==> config.mk <==
export PLATFORM = sky130hd
export DESIGN_NAME = irq_daisy_chain
export DESIGN_NICKNAME = d
export VERILOG_FILES = /design/src/rtl/irq_dc_pkg.sv /design/src/rtl/irq_dc_cell.sv /design/src/rtl/irq_dc_bus.sv /design/src/rtl/irq_daisy_chain.sv
export SDC_FILE = /design/constraint.sdc
export NUM_CORES = 1
export LEC_CHECK = 0
export BUFFER_PORTS_ARGS = -buffer_cell sky130_fd_sc_hd__buf_2
export CELL_PAD_IN_SITES_DETAIL_PLACEMENT = 1
export CELL_PAD_IN_SITES_GLOBAL_PLACEMENT = 2
export CORE_MARGIN = 1.5
export CORE_UTILIZATION = 35
export DETAILED_ROUTE_END_ITERATION = 6
export PLACE_DENSITY = 0.8
export SETUP_SLACK_MARGIN = 0.1
export SKIP_LAST_GASP = 1
export SYNTH_ARGS = -nofsm -noshare
export SYNTH_HDL_FRONTEND = slang
export SYNTH_HIERARCHICAL = 1
export SYNTH_SLANG_ARGS = --single-unit
==> constraint.sdc <==
create_clock -name clk -period 1.65 [get_ports clk]
set_input_delay 0.165 -clock clk [delete_from_list [all_inputs] [get_ports clk]]
set_output_delay 0.165 -clock clk [all_outputs]
set_load 0.01 [all_outputs]
==> src/rtl/irq_dc_pkg.sv <==
package irq_dc_pkg;
    localparam int unsigned DC_VEC_W = 8;

    typedef logic [DC_VEC_W-1:0] vec_t;

    typedef struct packed {
        logic pending;  // request waiting for service
        logic elig;     // snapshot used to claim the acknowledge
        logic taken;    // this cell held the acknowledge last cycle
        vec_t vec;      // vector register
    } cell_state_t;
endpackage

==> src/rtl/irq_dc_cell.sv <==
module irq_dc_cell
    import irq_dc_pkg::*;
(
    input  logic clk,
    input  logic rst_n,
    input  logic req_set,
    input  logic vec_we,
    input  vec_t vec_wdata,
    input  logic ack_in,
    output logic ack_out,
    output logic drv_en,
    output vec_t vec_drv,
    output logic pend_out
);
    cell_state_t st_d, st_q;
    logic        grab;

    always_comb begin
        grab     = ack_in & st_q.elig;
        ack_out  = ack_in & ~st_q.elig;
        drv_en   = grab;
        vec_drv  = grab ? st_q.vec : '0;
        pend_out = st_q.pending;

        st_d = st_q;
        if (vec_we) begin
            st_d.vec = vec_wdata;
        end
        if (req_set) begin
            st_d.pending = 1'b1;
        end else if (!ack_in && st_q.taken) begin
            st_d.pending = 1'b0;
        end
        st_d.taken = grab;
        if (!ack_in) begin
            st_d.elig = st_d.pending;
        end
    end

    always_ff @(posedge clk or negedge rst_n) begin
        if (!rst_n) begin
            st_q <= '0;
        end else begin
            st_q <= st_d;
        end
    end

    a_r2_set_pending: assert property (@(posedge clk) disable iff (!rst_n)
        req_set |=> pend_out);

    a_r6_clear_after_ack: assert property (@(posedge clk) disable iff (!rst_n)
        (st_q.taken && !ack_in && !req_set) |=> !pend_out);

    a_r8_frozen_elig: assert property (@(posedge clk) disable iff (!rst_n)
        ack_in |=> $stable(st_q.elig));
endmodule

==> src/rtl/irq_dc_bus.sv <==
module irq_dc_bus
    import irq_dc_pkg::*;
#(
    parameter int unsigned N_CELLS  = 4,
    parameter vec_t        SPUR_VEC = 8'h18
) (
    input  logic                        clk,
    input  logic                        rst_n,
    input  logic [N_CELLS-1:0]          drv_en,
    input  logic [N_CELLS*DC_VEC_W-1:0] vec_bus,
    input  logic                        tail,
    output vec_t                        vec_out,
    output logic                        vec_valid
);
    vec_t merged;

    always_comb begin
        merged = '0;
        for (int i = 0; i < N_CELLS; i++) begin
            merged = merged | vec_bus[i*DC_VEC_W +: DC_VEC_W];
        end
        vec_out   = tail ? SPUR_VEC : merged;
        vec_valid = tail | (|drv_en);
    end

    a_r5_one_driver: assert property (@(posedge clk) disable iff (!rst_n)
        $onehot0(drv_en));

    a_r7_tail_exclusive: assert property (@(posedge clk) disable iff (!rst_n)
        tail |-> (drv_en == '0));
endmodule

==> src/rtl/irq_daisy_chain.sv <==
module irq_daisy_chain
    import irq_dc_pkg::*;
#(
    parameter int unsigned N_CELLS  = 4,
    parameter logic [7:0]  SPUR_VEC = 8'h18
) (
    input  logic               clk,
    input  logic               rst_n,
    input  logic [N_CELLS-1:0] req_set,
    input  logic [N_CELLS-1:0] vec_we,
    input  logic [7:0]         vec_wdata,
    input  logic               ack_in,
    output logic               irq_out,
    output logic [7:0]         vec_out,
    output logic               vec_valid,
    output logic               ack_tail
);
    localparam int unsigned BUS_W = N_CELLS * DC_VEC_W;

    logic [N_CELLS:0]   ack_w;
    logic [N_CELLS-1:0] drv_en;
    logic [N_CELLS-1:0] pend;
    logic [BUS_W-1:0]   vec_bus;

    assign ack_w[0] = ack_in;

    for (genvar g = 0; g < N_CELLS; g++) begin : g_cell
        irq_dc_cell u_cell (
            .clk       (clk),
            .rst_n     (rst_n),
            .req_set   (req_set[g]),
            .vec_we    (vec_we[g]),
            .vec_wdata (vec_wdata),
            .ack_in    (ack_w[g]),
            .ack_out   (ack_w[g+1]),
            .drv_en    (drv_en[g]),
            .vec_drv   (vec_bus[g*DC_VEC_W +: DC_VEC_W]),
            .pend_out  (pend[g])
        );
    end

    assign ack_tail = ack_w[N_CELLS];
    assign irq_out  = |pend;

    irq_dc_bus #(
        .N_CELLS  (N_CELLS),
        .SPUR_VEC (SPUR_VEC)
    ) u_bus (
        .clk       (clk),
        .rst_n     (rst_n),
        .drv_en    (drv_en),
        .vec_bus   (vec_bus),
        .tail      (ack_w[N_CELLS]),
        .vec_out   (vec_out),
        .vec_valid (vec_valid)
    );

    a_r4_claim_blocks_tail: assert property (@(posedge clk) disable iff (!rst_n)
        (|drv_en) |-> !ack_tail);
endmodule

## After elaboration in Yosys (flattened, before gate mapping)

Cells that the tools add are included.

- Mux-type cells: 13
- Bitwise logic cells: 16
- Reductions and logical operators: 10

Operators by type and width:

| cell | count |
|---|---|
| $mux 8 | 5 |
| $or 8x8->8 | 3 |
| $and 1x1->1 | 8 |
| $mux 1 | 8 |
| $reduce_or 4->1 | 2 |
| $logic_and 1x1->1 | 4 |
| $logic_not 1->1 | 4 |
| $not 1->1 | 4 |
| $or 1x1->1 | 1 |

- Register bits after elaboration: 44
- Bits of input ports: 19
- Output and inout bits: 11
- Word-level logic and storage cells: 55

## Longest topological paths before layout

- Depth after elaboration: 8
- Gate-level depth with buffers: 7
- Mapped depth without buffers: 6

## Modules after synthesis

Netlist, hierarchy kept.

Modules (own cells, without submodules):

| module | times used | cells an instance | area each (µm²) | seq. area each (µm²) |
|---|---|---|---|---|
| irq_dc_cell | 4 | 36 | 503.0 | 275.3 |
| irq_dc_bus | 1 | 22 | 123.9 | 0.0 |
| irq_daisy_chain | 1 | 1 | 7.5 | 0.0 |

## Least setup slack after synthesis

No wires, ideal clock.

- Path type: register to output
- Start point: register g_cell[0].u_cell/st_q[9] (netlist bit)
- End point: output port vec_out[3]
- Data arrival time: 1.683 ns
- Data required time: 1.485 ns
- Setup slack: -0.198 ns
- Cell stages (with the launch flop): 8
- Buffers on the path: 1
- Cells stage by stage: dfrtp_1 -> nor2b_1 -> nor2b_1 -> nor2b_1 -> nor2b_1 -> buf_6 -> nor3_2 -> nand2_1

- Elaborated cells on any way between the ends: 17
- Classes of those cells: mux: 5; bitwise: 12

RTL lines:

| what | RTL line | text |
|---|---|---|
| from (decl) | irq_dc_cell.sv:15 | `cell_state_t st_d, st_q;` |
| from (signal assigned) | irq_dc_cell.sv:44 | `st_q <= st_d;` |
| $not 1->1 | irq_dc_cell.sv:20 | `ack_out = ack_in & ~st_q.elig;` |
| $and 1x1->1 | irq_dc_cell.sv:20 |  |
| via ack_w[1] | irq_daisy_chain.sv:20 | `logic [N_CELLS:0] ack_w;` |
| $and 1x1->1 | irq_dc_cell.sv:20 |  |
| via ack_w[2] | irq_daisy_chain.sv:20 |  |
| $and 1x1->1 | irq_dc_cell.sv:20 |  |
| via ack_w[3] | irq_daisy_chain.sv:20 |  |
| $and 1x1->1 | irq_dc_cell.sv:20 |  |
| via ack_tail | irq_daisy_chain.sv:16 | `output logic ack_tail` |
| $mux 8 | irq_dc_bus.sv:22 | `vec_out = tail ? SPUR_VEC : merged;` |
| to (decl) | irq_daisy_chain.sv:14 | `output logic [7:0] vec_out,` |

The timed path passes the listed nets, and every way through them passes these cells.

## Worst setup path after layout

- Start point: register g_cell[0].u_cell/st_q[9] (netlist bit)
- End point: output port vec_out[1]

- Longest elaborated chain between the ends: 8
- Elaborated cells on any way between the ends: 17
- Classes of those cells: mux: 5; bitwise: 12

Ends and longest elaborated chain:

| what | RTL line | text |
|---|---|---|
| $not 1->1 | irq_dc_cell.sv:20 |  |
| $and 1x1->1 | irq_dc_cell.sv:20 |  |
| via ack_w[1] | irq_daisy_chain.sv:20 |  |
| $and 1x1->1 | irq_dc_cell.sv:20 |  |
| via ack_w[2] | irq_daisy_chain.sv:20 |  |
| $and 1x1->1 | irq_dc_cell.sv:20 |  |
| via ack_w[3] | irq_daisy_chain.sv:20 |  |
| $and 1x1->1 | irq_dc_cell.sv:19 | `grab = ack_in & st_q.elig;` |
| $mux 8 | irq_dc_cell.sv:22 | `vec_drv = grab ? st_q.vec : '0;` |
| via vec_bus[25] | irq_daisy_chain.sv:23 | `logic [BUS_W-1:0] vec_bus;` |
| $or 8x8->8 | irq_dc_bus.sv:20 | `merged = merged \| vec_bus[i*DC_VEC_W +: DC_VEC_W];` |
| $mux 8 | irq_dc_bus.sv:22 |  |

The timed path passes the listed nets, and every way through them passes these cells.

==> qor.txt <==
Post-synth EDFFs: 0
Routed len/inst: 18.6 µm
Critical path class: register to output pin
Critical path's slowest cell: dfrtp_1
Final Hold Fails: 0
RSZ-0062 raised after global routing: true
Final WS setup: -0.281 ns
Asr flop ratio synth: 100%
Post-route ant nets: 0
Top-count cell post-synth: dfrtp_1
Fillers: 634
Top cell type's share of synthesized area: 51.4%
Hold WC Path Type: input pin to register
Combinational power share: 17.0%
Sequential share of the synthesized area: 51.4%
Violation count after the first detailed-route iteration: 42
Largest area contributor in the netlist: dfrtp_1
IO Count: 30
TritonCTS Sinks: 44
Worst-Skew Late Latency: 0.28 ns
H-tree depth: 2
Worst-Margin Slew: 0.565 ns
Pwr per Cell Area: 883 nW/µm²
Outcome: finished with violations
Worst Setup End Kind: output pin
Clock Power Share: 30.4%
#FFs+latches synth: 44
GPL Wtd Cong: 0.741
Crit path time final: 1.93 ns
Cell total after placement: 273
Commonest register cell after synthesis: dfrtp_1
Post-DP HPWL: 3.50 mm
Violations in the final reports: negative setup slack
Share of layout cells above drive strength 1: 46.2%
Mapped Area: 2140 µm²
Post-route DRC: 0
Largest net degree at the start of global routing: 45
Core area: 5920 µm²
Internal power: 1.77 mW
Gate Count Post-Synth: 167
First-pass GRT wire length: 8.54 mm
Switching Fraction: 24.1%
Worst Path Required: 1.48 ns
Final setup fails: 10
Warnings from Yosys: 6
Syn avg cell area: 12.8 µm²
Non-Filler Instances: 287
CTS root buf: clkbuf_8
Layout area overhead: 23.0%
CP cell instances: nor2b_2 -> nor2b_4 -> nor2b_4 -> buf_12 -> and3_1 -> nor4_1 -> nor2_1 -> buf_2
Slew Limit Fails: 0
All-Layer GR Usage: 18.1%
Via density per instance: 5.03
Highest clock rate: 518 MHz
Vias: 1443
Wirelength, routed: 5.34 mm
Net switching power: 562 µW
Max FO, Critical Path: 6
Static Leakage: 1.35 nW
DIE WIDTH: 81.3 µm
CTS tree: done
Worst-path clk slew: 0.08 ns
Top delay family on crit path: simple AND/OR/NAND/NOR gates
Maximum VDD drop: 0.000370 V
Synth cell count leaders: 44 x dfrtp_1, 32 x and3_1, 32 x mux2_4, 13 x nor2_1, 8 x nand2b_1
Clock Skews: 0.00420 ns
I/O Buffers: 29
Max Root-Sink Buffers: 2
Crit-path max cell delay: 0.40 ns
Fraction of the cycle the final worst path needs: 117%
Starting density of the core: 36.2%
Syn_nets: 186
Num rows: 28
Initial antenna violation count: 0
Nets@finish: 231
Most used cell, CP: nor2b_4
Synth area leaders: dfrtp_1 51%, mux2_4 22%, and3_1 9.3%
Die H: 81.3 µm
Vias in the first global route: 1582
Worst path arrival time: 1.77 ns
CTS Buf Count: 5
Seq pwr share: 52.6%
Critical path buffer and inverter count: 2
Total die area: 6600 µm²
Global route overflow: 0
Detailed Routing Iterations Pass 1: 4
Unique masters post-synth: 15
Slew HR: 62.3%
WHS: 0.0740 ns
N_diodes: 0
Max-cap violations: 0
CP Launch Type: register
worst register-to-register path, cell delays in order (launching register included):
cell	delay (ns)
dfrtp_1	0.40
nor2b_2	0.13
nor2b_4	0.16
nor2b_4	0.21
nor2b_4	0.20
buf_6	0.15
a21oi_1	0.06
worst paths after layout:
| kind | start | to | slack [ns] | cells past startpoint |
|---|---|---|---|---|
| worst min-delay path | req_set[1] | g_cell[1].u_cell/pend_out$_DFF_PN0_ | 0.07 | 2 |
| worst min register to register | g_cell[2].u_cell/pend_out$_DFF_PN0_ | g_cell[2].u_cell/pend_out$_DFF_PN0_ | 0.51 | 1 |
| max in group asynchronous | rst_n | g_cell[2].u_cell/st_q[9]$_DFFE_PN0N_ | 0.76 | 3 |
| worst max register to register | g_cell[0].u_cell/st_q[9]$_DFFE_PN0N_ | g_cell[3].u_cell/st_q[9]$_DFFE_PN0N_ | 0.22 | 6 |
| worst max-delay path | g_cell[0].u_cell/st_q[9]$_DFFE_PN0N_ | vec_out[1] | -0.28 | 8 |
| min in group asynchronous | rst_n | g_cell[0].u_cell/pend_out$_DFF_PN0_ | 0.49 | 3 |
cells by family after synthesis:
logic type | count (synthesis) | share of synthesized area [%]
mux | 32 | 22.4
compound gates | 8 | 2.34
flops | 44 | 51.4
buf+inv | 9 | 3.56
simple gates | 74 | 20.3
cell type report:
type	instances	area, µm²	share of cell area (%)
clock buffers	7	96.3	3.65
repair buffers	47	315	12.0
multi-input cells	114	1030	39.0
flip-flops and latches	44	1100	41.8
well taps	75	93.8	3.56
power groups by stage:
stage | registers, mW | logic [mW] | clock network (mW)
6_report | 1.22 | 0.396 | 0.708
5_1_grt | 1.23 | 0.434 | 0.771
4_1_cts | 1.22 | 0.389 | 0.737
3_5_place_dp | 1.24 | 0.373 | 0
3_3_place_gp | 1.24 | 0.365 | 0
2_1_floorplan | 1.23 | 0.246 | 0
repair_timing:
action | in CTS | in global routing
resized for setup | 9 | 3
endpoints found under the setup margin | 10 | 11
hold buffers | 1 | 0
endpoints found under the hold margin | 44 | 0
pin swaps | 2 | 2
buffers inserted | 2 | 4
cell usage in the layout (no fill, tap or decap), drive strengths merged:
master / n
a21o: 4
a21oi: 4
and2: 4
and3: 32
buf: 46
clkbuf: 7
dfrtp: 44
dlygate4sd3: 1
mux2: 32
nand2: 3
nand2b: 8
nor2: 13
nor2b: 4
nor3: 3
nor4: 6
or4: 1
per-layer routing:
metal | routed length [µm] | vias up | part of all wire, % | GRT usage [%]
li1 | - | 677 | - | -
met1 | 2530 | 738 | 47 | 23.8
met5 | 0 | - | 0 | 0
met3 | 164 | 2 | 3.1 | 2.81
met2 | 2610 | 26 | 49 | 30.5
met4 | 23 | 0 | 0.43 | 5.52
flip-flops by register name (all words and copies together) (netlist names):
register and flops:
g_cell.u_cell/pend_out 4, g_cell.u_cell/st_q 40
per-stage QoR:
stage	area [µm²]	setup slack [ns]	utilization, %	power [mW]	setup TNS, ns
2_1_floorplan	2180	0.0715	-	1.47	0
3_3_place_gp	2430	0.00196	41.0	1.60	0
3_5_place_dp	2430	-0.00267	41.0	1.62	-0.00267
4_1_cts	2590	-0.279	43.8	2.35	-2.58
5_1_grt	2640	-0.419	44.5	2.44	-3.79
6_report	2640	-0.281	44.5	2.33	-2.52
(Power assumes the default switching activity.)
